### config.mk
export PLATFORM = sky130hd
export DESIGN_NAME = eprom_prog_seq
export DESIGN_NICKNAME = d
export VERILOG_FILES = /design/src/rtl/eprom_prog_seq.sv
export SDC_FILE = /design/constraint.sdc
export NUM_CORES = 1
export LEC_CHECK = 0
export ABC_AREA = 0
export BUFFER_PORTS_ARGS = -buffer_cell sky130_fd_sc_hd__buf_2
export CAP_MARGIN = 20
export CORE_AREA = 2 2 88 90
export DETAILED_ROUTE_END_ITERATION = 10
export DIE_AREA = 0 0 90 92
export PLACE_DENSITY = 0.84
export REMOVE_ABC_BUFFERS = 1
export SYNTH_ARGS = -nofsm -noshare
export SYNTH_HDL_FRONTEND = slang
export SYNTH_SLANG_ARGS = --single-unit
### constraint.sdc
create_clock -name clk -period 3.1 [get_ports clk]
set_input_delay 0.775 -clock clk [delete_from_list [all_inputs] [get_ports clk]]
set_output_delay 0.775 -clock clk [all_outputs]
set_load 0.03 [all_outputs]
### src/rtl/eprom_prog_seq.sv
module eprom_prog_seq #(
  parameter int AW         = 19,
  parameter int CLK_HZ     = 125_000_000,
  parameter int MAX_PULSES = 25,
  parameter int RD_CYC     = 3,
  localparam int PCW       = $clog2(MAX_PULSES + 1)
) (
  input  logic          clk,
  input  logic          rst_n,
  input  logic          start,
  input  logic [7:0]    src_data,
  output logic [AW-1:0] mem_addr,
  output logic [7:0]    mem_wdata,
  output logic          mem_drive,
  input  logic [7:0]    mem_rdata,
  output logic          ce_pgm_n,
  output logic          oe_n,
  output logic          vpp_en,
  output logic          vcc_hi_en,
  output logic          busy,
  output logic          done,
  output logic          fail,
  output logic          bad_byte,
  output logic [AW-1:0] fail_addr,
  output logic [PCW-1:0] pulse_cnt
);
  localparam int PULSE_CYC = CLK_HZ / 10000;
  localparam int TW = $clog2(PULSE_CYC + RD_CYC + 1);
  localparam logic [AW-1:0] LAST = '1;

  typedef enum logic [3:0] {
    S_IDLE, S_CHK, S_SETUP, S_PULSE, S_REL, S_VFY, S_FV, S_DONE, S_FAIL
  } st_t;

  st_t            st;
  logic [AW-1:0]  addr, faddr;
  logic [TW-1:0]  tmr;
  logic [PCW-1:0] pcnt;
  logic           fail_r, bad_r;

  wire rd_last  = tmr == TW'(RD_CYC - 1);
  wire pul_last = tmr == TW'(PULSE_CYC - 1);
  wire at_last  = addr == LAST;
  wire match    = mem_rdata == src_data;
  wire raise    = |(src_data & ~mem_rdata);
  wire pgm_ph   = st inside {S_CHK, S_SETUP, S_PULSE, S_REL, S_VFY};

  always_ff @(posedge clk or negedge rst_n) begin
    if (!rst_n) begin
      st <= S_IDLE; addr <= '0; faddr <= '0; tmr <= '0; pcnt <= '0;
      fail_r <= 1'b0; bad_r <= 1'b0;
    end else begin
      case (st)
        S_IDLE, S_DONE, S_FAIL:
          if (start) begin
            st <= S_CHK; addr <= '0; faddr <= '0; tmr <= '0; pcnt <= '0;
            fail_r <= 1'b0; bad_r <= 1'b0;
          end
        S_CHK, S_VFY:
          if (!rd_last) tmr <= tmr + TW'(1);
          else begin
            tmr <= '0;
            if (st == S_CHK && raise) begin
              bad_r <= 1'b1; fail_r <= 1'b1; faddr <= addr; st <= S_FAIL;
            end else if (match) begin
              pcnt <= '0;
              if (at_last) begin addr <= '0; st <= S_FV; end
              else begin addr <= addr + AW'(1); st <= S_CHK; end
            end else if (st == S_VFY && pcnt == PCW'(MAX_PULSES)) begin
              fail_r <= 1'b1; faddr <= addr; st <= S_FAIL;
            end else st <= S_SETUP;
          end
        S_SETUP: begin
          pcnt <= pcnt + PCW'(1); tmr <= '0; st <= S_PULSE;
        end
        S_PULSE:
          if (pul_last) begin tmr <= '0; st <= S_REL; end
          else tmr <= tmr + TW'(1);
        S_REL: st <= S_VFY;
        S_FV:
          if (!rd_last) tmr <= tmr + TW'(1);
          else begin
            tmr <= '0;
            if (!match) begin fail_r <= 1'b1; faddr <= addr; st <= S_FAIL; end
            else if (at_last) st <= S_DONE;
            else addr <= addr + AW'(1);
          end
        default: st <= S_IDLE;
      endcase
    end
  end

  assign mem_addr  = addr;
  assign mem_drive = st == S_SETUP || st == S_PULSE;
  assign mem_wdata = mem_drive ? src_data : 8'h00;
  assign ce_pgm_n  = !(st == S_PULSE || st == S_FV);
  assign oe_n      = !(st == S_CHK || st == S_VFY || st == S_FV);
  assign vpp_en    = pgm_ph;
  assign vcc_hi_en = pgm_ph;
  assign busy      = !(st inside {S_IDLE, S_DONE, S_FAIL});
  assign done      = st == S_DONE;
  assign fail      = fail_r;
  assign bad_byte  = bad_r;
  assign fail_addr = faddr;
  assign pulse_cnt = pcnt;
endmodule

==> reports/qor.yml <==
antenna_left: 0
switchingPower_mw: 1.28
reg2reg_slack_ns: 0.35
track_usage_pct: 22.6
cts.repair.resized: 0
die_w_um: 90
p_leak_nw: 2.12
vdd_ir_drop_max_v: 0.000336
cts_tree: "done"
die_area_sq_mm: 0.00828
critPathRequiredTime_ns: 3.37
via_count: 3354
start_kind: "flip-flop"
io_pins: 79
utilization_pct: 57.9
p_per_area_mw_per_mm2: 691
first_pass_iters: 5
ys_types: 52
initial_core_util_pct: 47.6
setup.worst_path.end_class: "flip-flop"
cts_root_buf: "clkbuf_8"
slew_headroom_pct: 44.3
clock-sinks: 63
num_rows: 32
slew_viol_final: 0
cts_made_buffers: 9
synth_edf_count: 0
cap_violations: 0
clk_latency_ns: 0.35
grt_pass1_vias: 3157
seq_power_share_pct: 33.9
wirelength_um: 9010
grt_antenna_before_repair: 0
holdBufCountCts: 0
hpwl_um: 6470
grt_pass1_wl_um: 15200
tightest_slew_ns: 0.835
rr_worst_depth: 8
hold_viol_final: 0
drive_gt1_share_pct: 24.1
min_period_over_period_pct: 88.8
netlist_top_cells_area: "dfrtp_1 44%, a22o_1 4.7%, ha_1 4.6%, o21ai_0 4.2%, nor2_1 3.5%"
postCtsSetupRepairBufs: 0
hold_path.class: "in -> async"
grt_overflow_total: 0
clkPwrFrac_pct: 24.6
core_sq_mm: 0.00745
routedWlPerCell_um: 15.5
worstPathArrival_ns: 3.02
clk_pin_slew_ns: 0.07
fin_skew_ns: 0.00488
syn_to_final_growth_pct: 21.6
ys_warn_count: 0
final_nets: 508
mappedNetlistArea_sq_mm: 0.00355
ys_ff_latch: 63
netlist_instances: 390
port_buffers: 78
clockBufferDepth: 2
min_period_ns: 2.75
yosysTopAreaCell: "dfrtp_1"
vias_per_cell: 5.75
syn_avg_cell_area_sq_um: 9.10
p_int_mw: 1.70
ys.flop_type: "dfrtp_1"
drc: 0
pwr-share-comb_pct: 41.5
worstSetupPathType: "reg -> reg"
die_h_um: 92
antenna_cells: 0
critical_path.max_fanout: 11
yosysTopAreaCellShare_pct: 44.4
max_freq_ghz: 0.363
setup_viol: 0
final.setup.tns_ns: 0
async_flop_share_pct: 100
drt_iter0_markers: 233
switching_share_pct: 42.8
grt_max_degree: 34
h-tree-depth: 3
status: "finished, final reports clean"
grt_setup_unrepaired: "no"
place.gp.congestion: 0.931
ys_seq_area_share_pct: 44.4
-- layout by cell type, fill, tap and decap left out, types with 8 or more instances in the layout --
cell and instances:
nand3_1 15, or3_1 12, nor2_1 33, buf_2 78, dfrtp_1 63, buf_4 17
a21oi_1 22, o21ai_0 30, inv_1 22, clkbuf_8 10, nor3_1 8, nand4_1 8
xnor2_1 9, and2_1 9, nand2_1 32, a22o_1 19, ha_1 13
-- cell type report --
type / count / area, sq um
clock buffers: 10 / 138
clock inverters: 6 / 70.1
fillers: 670 / 3130
inverters: 23 / 86.3
multi-input cells: 283 / 1780
flip-flops and latches: 63 / 1580
well taps: 102 / 128
repair buffers: 96 / 538
-- metrics by stage --
step                hold WS, ns  total power, mW  cell area [sq um]  setup WS, ns  instances
detailed placement        0.485             2.25               4110        0.0126        567
global placement          0.458             2.22               4110         0.106        567
floorplan                 0.479             1.79               3440         0.165        369
CTS                       0.506             2.99               4320         0.355        583
finish                    0.486             2.98               4320         0.348        583
global route              0.518             3.18               4320         0.131        583
-- final timing paths --
path                       startpoint           end
max                            tmr[0]   mem_addr[9]
min                             rst_n        tmr[5]
max reg2reg                    tmr[0]   mem_addr[9]
min reg2reg                      fail          fail
max in group asynchronous       rst_n  mem_addr[16]
min in group clk                 fail          fail
-- state kept, by name (all words and copies together), names as in the netlist --
register / cells
mem_addr: 19
fail_addr: 19
pulse_cnt: 5
bad_byte: 1
fail: 1
st: 4
tmr: 14
-- cells in the mapped netlist (all sizes together) (2+ instances only) --
| library cell | n |
|---|---|
| a22o | 19 |
| clkbuf | 16 |
| xor2 | 3 |
| nor2 | 33 |
| and3 | 5 |
| a21oi | 22 |
| nand4 | 8 |
| nor3 | 8 |
| nand2b | 5 |
| nor4b | 5 |
| dfrtp | 63 |
| a32oi | 2 |
| nor4 | 6 |
| nand3 | 15 |
| ha | 13 |
| or4 | 3 |
| or2 | 2 |
| mux2 | 2 |
| or3 | 12 |
| a21o | 4 |
| o21ai | 30 |
| nand2 | 32 |
| o31ai | 2 |
| and4 | 4 |
| o41ai | 2 |
| and2 | 9 |
| a31oi | 4 |
| a211oi | 2 |
| buf | 5 |
| nand3b | 2 |
| o22ai | 2 |
| xnor2 | 9 |
| inv | 23 |
| nor2b | 5 |
-- cell families after synthesis --
| kind of cell | share of synthesized area, % |
|---|---|
| buffers and inverters | 5.43 |
| AOI/OAI and AO/OA | 17.7 |
| xor gates and xnor gates | 2.96 |
| adders and majority gates | 4.58 |
| and+or+nand+nor | 23.9 |
| DFF | 44.4 |
| muxes | 0.917 |
-- critical path: stages (launching register included) --
cell and delay, ns:
dfrtp_1 0.41, inv_1 0.11, ha_1 0.15, nor4b_1 0.22
nand4_1 0.19, a32o_1 0.37, or4_4 0.63, or4_1 0.43
a21oi_1 0.16
-- routing by layer --
metal	wire, um	global-route usage [%]
met2	4400	37.3
met3	653	4.19
met1	3770	29.7
met4	183	8.97
met5	0	0
-- power groups by stage --
stage	clock (mW)	combinational, mW	sequential [mW]
3_3_place_gp	0	1.20	1.02
5_1_grt	0.781	1.37	1.03
6_report	0.732	1.24	1.01
3_5_place_dp	0	1.23	1.02
4_1_cts	0.749	1.24	1.01
2_1_floorplan	0	0.695	1.09
No activity file was read; power rests on OpenSTA's default activity.
